### src/rtl/trig_pkg.sv
package trig_pkg;
  typedef enum logic [1:0] {
    TS_IDLE = 2'd0,
    TS_HUNT = 2'd1,
    TS_DONE = 2'd2
  } trig_state_t;

  function automatic int sel_width(input int n);
    return (n > 1) ? $clog2(n) : 1;
  endfunction
endpackage

### src/rtl/trig_stage_match.sv
module trig_stage_match #(
  parameter int DATA_W = 32
) (
  input  logic [DATA_W-1:0] data,
  input  logic [DATA_W-1:0] mask,
  input  logic [DATA_W-1:0] value,
  output logic              hit
);
  // only lines picked by the mask must equal the programmed level
  always_comb hit = ~|((data ^ value) & mask);
endmodule

### src/rtl/trig_stage_seq.sv
module trig_stage_seq
  import trig_pkg::*;
#(
  parameter int NUM_STAGES = 4,
  parameter int SEL_W      = 2,
  parameter int LAG_W      = 3
) (
  input  logic                  clk,
  input  logic                  rst,
  input  logic                  arm,
  input  logic                  smp_valid,
  input  logic [NUM_STAGES-1:0] hit_vec,
  input  logic [NUM_STAGES-1:0] start_vec,
  output logic [SEL_W-1:0]      stage_q,
  output logic                  fire_q,
  output logic [LAG_W-1:0]      lag_q,
  output logic                  fire_now
);
  localparam logic [SEL_W-1:0] LAST = SEL_W'(NUM_STAGES - 1);

  trig_state_t state_q;
  logic        cur_hit;
  logic        cur_start;

  always_comb begin
    cur_hit   = hit_vec[stage_q];
    cur_start = start_vec[stage_q];
    fire_now  = (state_q == TS_HUNT) && !arm && smp_valid && cur_hit && cur_start;
  end

  always_ff @(posedge clk) begin
    if (rst) begin
      state_q <= TS_IDLE;
      stage_q <= '0;
      fire_q  <= 1'b0;
      lag_q   <= '0;
    end else begin
      fire_q <= 1'b0;
      if (arm) begin
        state_q <= TS_HUNT;
        stage_q <= '0;
        lag_q   <= '0;
      end else if (state_q == TS_HUNT && smp_valid && cur_hit) begin
        if (cur_start) begin
          state_q <= TS_DONE;
          fire_q  <= 1'b1;
          lag_q   <= LAG_W'(stage_q) + LAG_W'(1);
        end else if (stage_q != LAST) begin
          stage_q <= stage_q + SEL_W'(1);
        end
      end
    end
  end
endmodule

### src/rtl/trig_post_counter.sv
module trig_post_counter #(
  parameter int CNT_W = 16
) (
  input  logic             clk,
  input  logic             rst,
  input  logic             arm,
  input  logic             fire_now,
  input  logic             smp_valid,
  input  logic [CNT_W-1:0] post_count,
  output logic             run_q
);
  logic [CNT_W-1:0] cnt_q;
  logic [CNT_W-1:0] limit_q;

  always_ff @(posedge clk) begin
    if (rst) begin
      run_q   <= 1'b0;
      cnt_q   <= '0;
      limit_q <= '0;
    end else if (arm) begin
      run_q <= 1'b0;
      cnt_q <= '0;
    end else if (fire_now) begin
      run_q   <= (post_count != '0);
      cnt_q   <= '0;
      limit_q <= post_count;
    end else if (run_q && smp_valid) begin
      if (cnt_q + CNT_W'(1) == limit_q) run_q <= 1'b0;
      else cnt_q <= cnt_q + CNT_W'(1);
    end
  end
endmodule

### src/rtl/trig_seq_unit.sv
module trig_seq_unit
  import trig_pkg::*;
#(
  parameter int DATA_W     = 32,
  parameter int NUM_STAGES = 4,
  parameter int CNT_W      = 16,
  parameter int SEL_W      = sel_width(NUM_STAGES),
  parameter int LAG_W      = SEL_W + 1
) (
  input  logic                         clk,
  input  logic                         rst,
  input  logic                         arm,
  input  logic                         smp_valid,
  input  logic [DATA_W-1:0]            smp_data,
  input  logic [NUM_STAGES*DATA_W-1:0] stg_mask,
  input  logic [NUM_STAGES*DATA_W-1:0] stg_value,
  input  logic [NUM_STAGES-1:0]        stg_start,
  input  logic [CNT_W-1:0]             post_count,
  output logic [SEL_W-1:0]             stage_idx,
  output logic                         trig_fire,
  output logic                         cap_run,
  output logic [LAG_W-1:0]             trig_lag
);
  logic [NUM_STAGES-1:0] hit_vec;
  logic                  fire_now;

  for (genvar s = 0; s < NUM_STAGES; s++) begin : g_stage
    trig_stage_match #(.DATA_W(DATA_W)) u_match (
      .data  (smp_data),
      .mask  (stg_mask[s*DATA_W +: DATA_W]),
      .value (stg_value[s*DATA_W +: DATA_W]),
      .hit   (hit_vec[s])
    );
  end

  trig_stage_seq #(
    .NUM_STAGES(NUM_STAGES), .SEL_W(SEL_W), .LAG_W(LAG_W)
  ) u_seq (
    .clk       (clk),
    .rst       (rst),
    .arm       (arm),
    .smp_valid (smp_valid),
    .hit_vec   (hit_vec),
    .start_vec (stg_start),
    .stage_q   (stage_idx),
    .fire_q    (trig_fire),
    .lag_q     (trig_lag),
    .fire_now  (fire_now)
  );

  trig_post_counter #(.CNT_W(CNT_W)) u_post (
    .clk        (clk),
    .rst        (rst),
    .arm        (arm),
    .fire_now   (fire_now),
    .smp_valid  (smp_valid),
    .post_count (post_count),
    .run_q      (cap_run)
  );
endmodule

### config.mk
export PLATFORM = sky130hd
export DESIGN_NAME = trig_seq_unit
export DESIGN_NICKNAME = d
export VERILOG_FILES = /design/src/rtl/trig_pkg.sv /design/src/rtl/trig_stage_match.sv /design/src/rtl/trig_stage_seq.sv /design/src/rtl/trig_post_counter.sv /design/src/rtl/trig_seq_unit.sv
export SDC_FILE = /design/constraint.sdc
export NUM_CORES = 1
export LEC_CHECK = 0
export ABC_AREA = 1
export BUFFER_PORTS_ARGS = -buffer_cell sky130_fd_sc_hd__buf_4
export CAP_MARGIN = 20
export CORE_AREA = 4 4 123 125
export DETAILED_ROUTE_END_ITERATION = 6
export DIE_AREA = 0 0 127 129
export PLACE_DENSITY = 0.67
export SYNTH_ARGS = -nofsm -noshare
export SYNTH_HDL_FRONTEND = slang
export SYNTH_SLANG_ARGS = --single-unit
### constraint.sdc
create_clock -name clk -period 4.54 [get_ports clk]
set_clock_uncertainty 0.1 [all_clocks]
set_input_delay 0.454 -clock clk [delete_from_list [all_inputs] [get_ports clk]]
set_output_delay 0.454 -clock clk [all_outputs]
set_load 0.005 [all_outputs]
Word-level counts from Yosys, hierarchy flattened
Index checks and enable logic that the tools add are counted.
W data, S select, Z words.
- input port bits: 312
- logic and storage cells: 68
- output and inout bits: 7
- bits in registers: 41
- reduce and logical (&&, ||, !) cells: 30
- equal/unequal tests: 3
- mux-type cells: 11
- add/sub/neg operators: 3
- order comparisons: 1
- bitwise operators: 12
- operators with widths (cell ; number):
    $and A32 B32 Y32 ; 4
    $reduce_or A32 Y1 ; 4
    $xor A32 B32 Y32 ; 4
    $add A16 B1 Y16 const B ; 1
    $eq A16 B16 Y1 ; 1
    $reduce_bool A16 Y1 ; 1
    $reduce_and A2 Y1 ; 5
    $mux W1 ; 9
    $reduce_bool A2 Y1 ; 4
    $logic_and A1 B1 Y1 ; 7
    $reduce_or A3 Y1 ; 2
    $logic_not A1 Y1 ; 5
    $bmux W1 S2 ; 2
    $not A1 Y1 ; 4
    $add A2 B1 Y3 const B ; 1
    $lt A2 B3 Y1 const B ; 1
    $reduce_and A3 Y1 ; 1
    $add A2 B1 Y2 const B ; 1
    $eq A2 B1 Y1 const B ; 1
    $ne A2 B2 Y1 const B ; 1
    $reduce_or A2 Y1 ; 1

Depth between registers and ports, before layout
- depth after elaboration: 10
- mapped depth: 16
- depth with buffers taken out: 16

Modules after synthesis
A second synthesis with hierarchy kept.
- cell total of the unflattened synthesis: 1094
- area, all modules: 5192.5 um^2
- modules (own cells, without submodules) (module ; seq. area each (um^2) ; area an instance (um^2) ; cells each ; times used):
    trig_stage_match ; 0.0 ; 654.4 ; 171 ; 4
    trig_post_counter ; 660.6 ; 2042.0 ; 334 ; 1
    trig_stage_seq ; 160.2 ; 533.0 ; 76 ; 1

Worst setup path before layout
Ideal clock, no wire load.
- path kind: flip-flop to flip-flop
- start: register u_post.cnt_q[0]
- end: register u_post.cnt_q[12]
- path slack: 2.445 ns
- arrival: 1.929 ns
- data required time: 4.374 ns
- setup time: 0.066 ns
- cell stages (with the launch flop): 15
- clock period less this slack: 2.095 ns
- buffers on the path: 1
- cells stage by stage: dfxtp_1 > ha_1 > nand2_2 > nor2_4 > nand2_1 > nand2_1 > nand2_1 > nand2_1 > nand2_1 > nor3_4 > nand3_4 > nand2_4 > buf_12 > nand2_2 > a21oi_2
- cells in the longest elaborated chain, start to end: 4
- ends and longest elaborated chain (what ; RTL line ; source):
    start: declaration ; trig_post_counter.sv:12 ; logic [CNT_W-1:0] cnt_q;
    start signal: assignment ; trig_post_counter.sv:29 ; else cnt_q <= cnt_q + CNT_W'(1);
    $add A16 B1 Y16 (*) ; trig_post_counter.sv:28, trig_post_counter.sv:29 ;
    $eq A16 B16 Y1 ; trig_post_counter.sv:28 ; if (cnt_q + CNT_W'(1) == limit_q) run_q <= 1'b0;
    $not A1 Y1 (no line) ; - ;
    $reduce_and A2 Y1 (no line) ; - ;
Every way passes the cells marked *; elsewhere a longest branch is shown, timed or not.
A chain may end at the register's enable or synchronous reset.

Worst setup path in the final report
- start: input smp_data[7]
- end: register u_post.cnt_q[15]
- cells in the longest elaborated chain, start to end: 9
- elaborated cells on any way between the ends: 21
- classes of those cells: mux: 2; bitwise: 8; reduce/logical: 11
- ends and longest elaborated chain (what ; RTL line ; source):
    start: declaration ; trig_seq_unit.sv:14 ; input logic [DATA_W-1:0] smp_data,
    $xor A32 B32 Y32 ; trig_stage_match.sv:10 ; always_comb hit = ~|((data ^ value) & mask);
    $and A32 B32 Y32 ; trig_stage_match.sv:10 ;
    $reduce_or A32 Y1 ; trig_stage_match.sv:10 ;
    $logic_not A1 Y1 ; trig_stage_match.sv:10 ;
    $bmux W1 S2 (*) ; trig_stage_seq.sv:26 ; cur_hit = hit_vec[stage_q];
    $mux W1 (not written as such) (*) ; trig_stage_seq.sv:26 ;
    $logic_and A1 B1 Y1 (*) (2 in series) ; trig_stage_seq.sv:28 ; fire_now = (state_q == TS_HUNT) && !arm && smp_valid && cur_hit && cur_start;
    $reduce_or A3 Y1 (no line) (*) ; - ;
Every way passes the cells marked *; elsewhere a longest branch is shown, timed or not. The select of a mux whose other input is x is not followed.

==> summary.txt <==
Routing
  • Via count: 7223
  • Number of nets with antenna violations after routing: 0
  • First-pass DRT Iterations: 5
  • WL final: 26.3 mm
  • Avg WL per Cell: 17.9 µm
  • DRC: 0
  • DRT iter0 DRCs: 509
  • DR vias/cell: 4.92

Setup path
  • CP Buf/Inv Count: 1
  • Worst Setup End Kind: flip-flop
  • Path length in cells of the critical path: 12
  • CP Class: input port to flip-flop
  • Slowest-stage cell, CP: nand2_1
  • CP Launch Type: input port
  • WP data arrival: 2710 ps
  • Crit path from: smp_data[7]
  • Critical Path End: u_post.cnt_q[15]
  • Worst R2R End: u_post.cnt_q[15]
  • CP peak stage delay: 710 ps
  • R2R setup slack: 1890 ps
  • Worst r2r src: u_post.cnt_q[0]
  • Crit path required time: around 4600 ps
  • CP Max Fanout: 16
  • Crit path max-delay family: simple AND/OR/NAND/NOR gates
  • Reg2Reg Depth: 13
  • Critical-path cell list: buf_4, or2_2, nand3_1, nand2_1, nor2_1, nand2_1, nor2_1, nand3_1, nand3_1, nand4_1, nand2_1, a21oi_1

Final layout
  • # fillers: 1450
  • Fraction of layout instances using a drive strength above 1: 35.3%
  • Final nets: 1598
  • Design area: 7910 µm²
  • P&R area growth vs syn: 51.9%

Timing
  • Final Setup Violations: 0
  • Final period util: 59.0%
  • Minimum clock period: 2680 ps
  • RSZ-0062 raised after global routing: no
  • Pins Over Slew Limit: 0
  • Setup TNS: 0 ps
  • Fin. Hold Viols: 0
  • Fmax: 373 MHz
  • Worst-margin pin slew: 919 ps
  • Relative slew slack: 38.4%

Clock tree
  • Post CTS Setup Buffer Count: 0
  • Total CTS buffers: 5
  • CTS sink cnt: 41
  • CTS Hold Bufs: 0
  • H-tree depth: 2
  • Root buffer cell: clkbuf_16
  • Clock Latency Late Sink: 280 ps
  • CTS tree: built
  • CTS clock-pin slew for the worst setup and hold paths: roughly 60 ps
  • Clock tree buffer depth: 2
  • # resized after CTS: 0

Global route
  • Overall Global Routing Usage: 30.9%
  • GR Overflow Total: 0
  • Vias in the first global route: around 6400
  • Largest net degree at the start of global routing: 36
  • Global-route wire length before repair: 38.0 mm
  • Initial antenna violation count: 7

Logic synthesis
  • Netlist cell types: 38
  • Avg Cell Area, Syn: 5.37 µm²
  • YS warnings: 0
  • Leading area contributor after synthesis: nand2_1
  • Ranking of synthesized cells by area: nand2_1 (26%), nand3_1 (18%), dfxtp_1 (16%)
  • Area of the mapped netlist: 5210 µm²
  • Sequential fraction of the synthesis area: about 16%
  • Gate Count Post-Synth: 970
  • Top cell type's share of synthesized area: 25.7%
  • Syn_nets: between 1000 and 1500
  • Synthesized flop and latch total: around 40

Floorplanning
  • Die Height: 129 µm
  • IO Count: about 320
  • Die width: about 130 µm
  • Initial Utilization: ~38%
  • Row count: 43
  • Die area: 16400 µm²
  • Core area: 13900 µm²

Power
  • Clock power share: between 30 and 40%
  • VDD IR max: around 0.00015 V
  • Logic pwr share: between 30% and 40%
  • Cell Int Power: just over 0.0008 W
  • PD cells: approximately 150 nW/µm²
  • Sequential share of power: 30.8%
  • Switching Share: between 30 and 40%
  • Leak pwr: 4.31 nW
  • Reported net switching power: roughly 0.00035 W

Min path
  • Worst hold path type: input port to flip-flop
  • Hold path start: post_count[12]

Run status
  • Run status: complete, no violations

Place
  • DP Wirelength: 23.2 mm
  • IO buf count: approximately 320
  • Placed Area: 7760 µm²
  • Gpl congestion: 0.957

Flow run
  • Max-Cap Viols: 0
## registers in the layout (all words and copies together) (netlist names)
name and flops:
u_seq.fire_q 1, u_post.cnt_q 16, u_post.run_q 1, u_seq.lag_q 3, u_seq.state_q 2, u_seq.stage_q 2
u_post.limit_q 16
## cells by family (layout without fill, tap and decap cells)
family	after synthesis	after routing	share of synthesized area [%]
buffers and inverters	121	436	9.20
AO/OA/AOI/OAI	25	25	3.43
flip-flops	41	41	15.8
AND/OR/NAND/NOR	776	776	69.7
other	0	3	0
adder cells (fa/ha/maj)	2	2	0.480
XOR/XNOR	5	5	1.39
## tightest hold or removal path, stage by stage
cell and delay [ps]:
buf_4 80, nand2_1 60, nand2_1 50
## how the worst min path moves through the flow
stage                          to  slack [ps]  cells past startpoint
2_1_floorplan    u_seq.state_q[1]         350                      2
3_3_place_gp     u_post.cnt_q[15]         360                      2
3_5_place_dp    u_post.limit_q[4]         360                      2
4_1_cts        u_post.limit_q[12]         290                      3
5_1_grt        u_post.limit_q[12]         300                      3
6_report       u_post.limit_q[12]         290                      3
## Yosys cell counts (all sizes together)
cell	number
nand4	29
o21ai	3
nor3	2
or2	85
nor2	75
xnor3	1
a21oi	19
xor2	1
inv	105
xor3	1
buf	6
dfxtp	41
clkinv	3
clkbuf	7
nand3	193
or4	2
nand2	376
and3	1
a32oi	1
nor4	3
ha	2
nand3b	9
and2	1
xnor2	2
o21bai	2
## layout make-up
type | count | area (µm²) | share of cell area, %
Tap cell | 180 | 225 | 2.85
Multi-Input combinational cell | 808 | 3910 | 49.4
Sequential cell | 41 | 821 | 10.4
Inverter | 108 | 405 | 5.12
Clock buffer | 5 | 125 | 1.58
Clock inverter | 3 | 17.5 | 0.221
Antenna cell | 3 | 7.51 | 0.0949
Timing Repair Buffer | 320 | 2400 | 30.4
## per-stage QoR
step / setup slack (ps) / util (%) / total power, W / hold slack (ps) / instances
2_1_floorplan: 2450 / - / 0.000531 / 345 / 970
3_3_place_gp: 1630 / 55.9 / 0.000819 / 360 / 1457
3_5_place_dp: 1560 / 55.9 / 0.000824 / 365 / 1457
4_1_cts: 1870 / 57.0 / 0.00118 / 294 / 1465
5_1_grt: 1650 / 57.0 / 0.00124 / 295 / 1467
6_report: 1860 / 57.0 / 0.00117 / 294 / 1468
## cells in the final DEF, fill, tap and decap left out, drive strengths merged, types with 9 or more instances in the layout
cell	n
nand3b	9
nand4	29
dfxtp	41
inv	105
buf	320
nand3	193
a21oi	19
nor2	75
nand2	376
or2	85
## power by group through the flow
stage,registers (W),logic (W),clock network (W)
after floorplan,0.000369,0.000163,0
after global placement,0.000369,0.000451,0
after detailed placement,0.000369,0.000456,0
after CTS,0.000360,0.000457,0.000358
after global routing,0.000360,0.000506,0.000373
final,0.000361,0.000459,0.000352
## metal layers
metal  vias up  GRT usage [%]  wire length, µm
met5         -              0               61
met4        10           7.44              597
met3        38           9.67             2510
met2       269           48.5            11700
met1      3166           41.4            11400
li1       3740              -                -
Power figures use the tool's default switching activity.
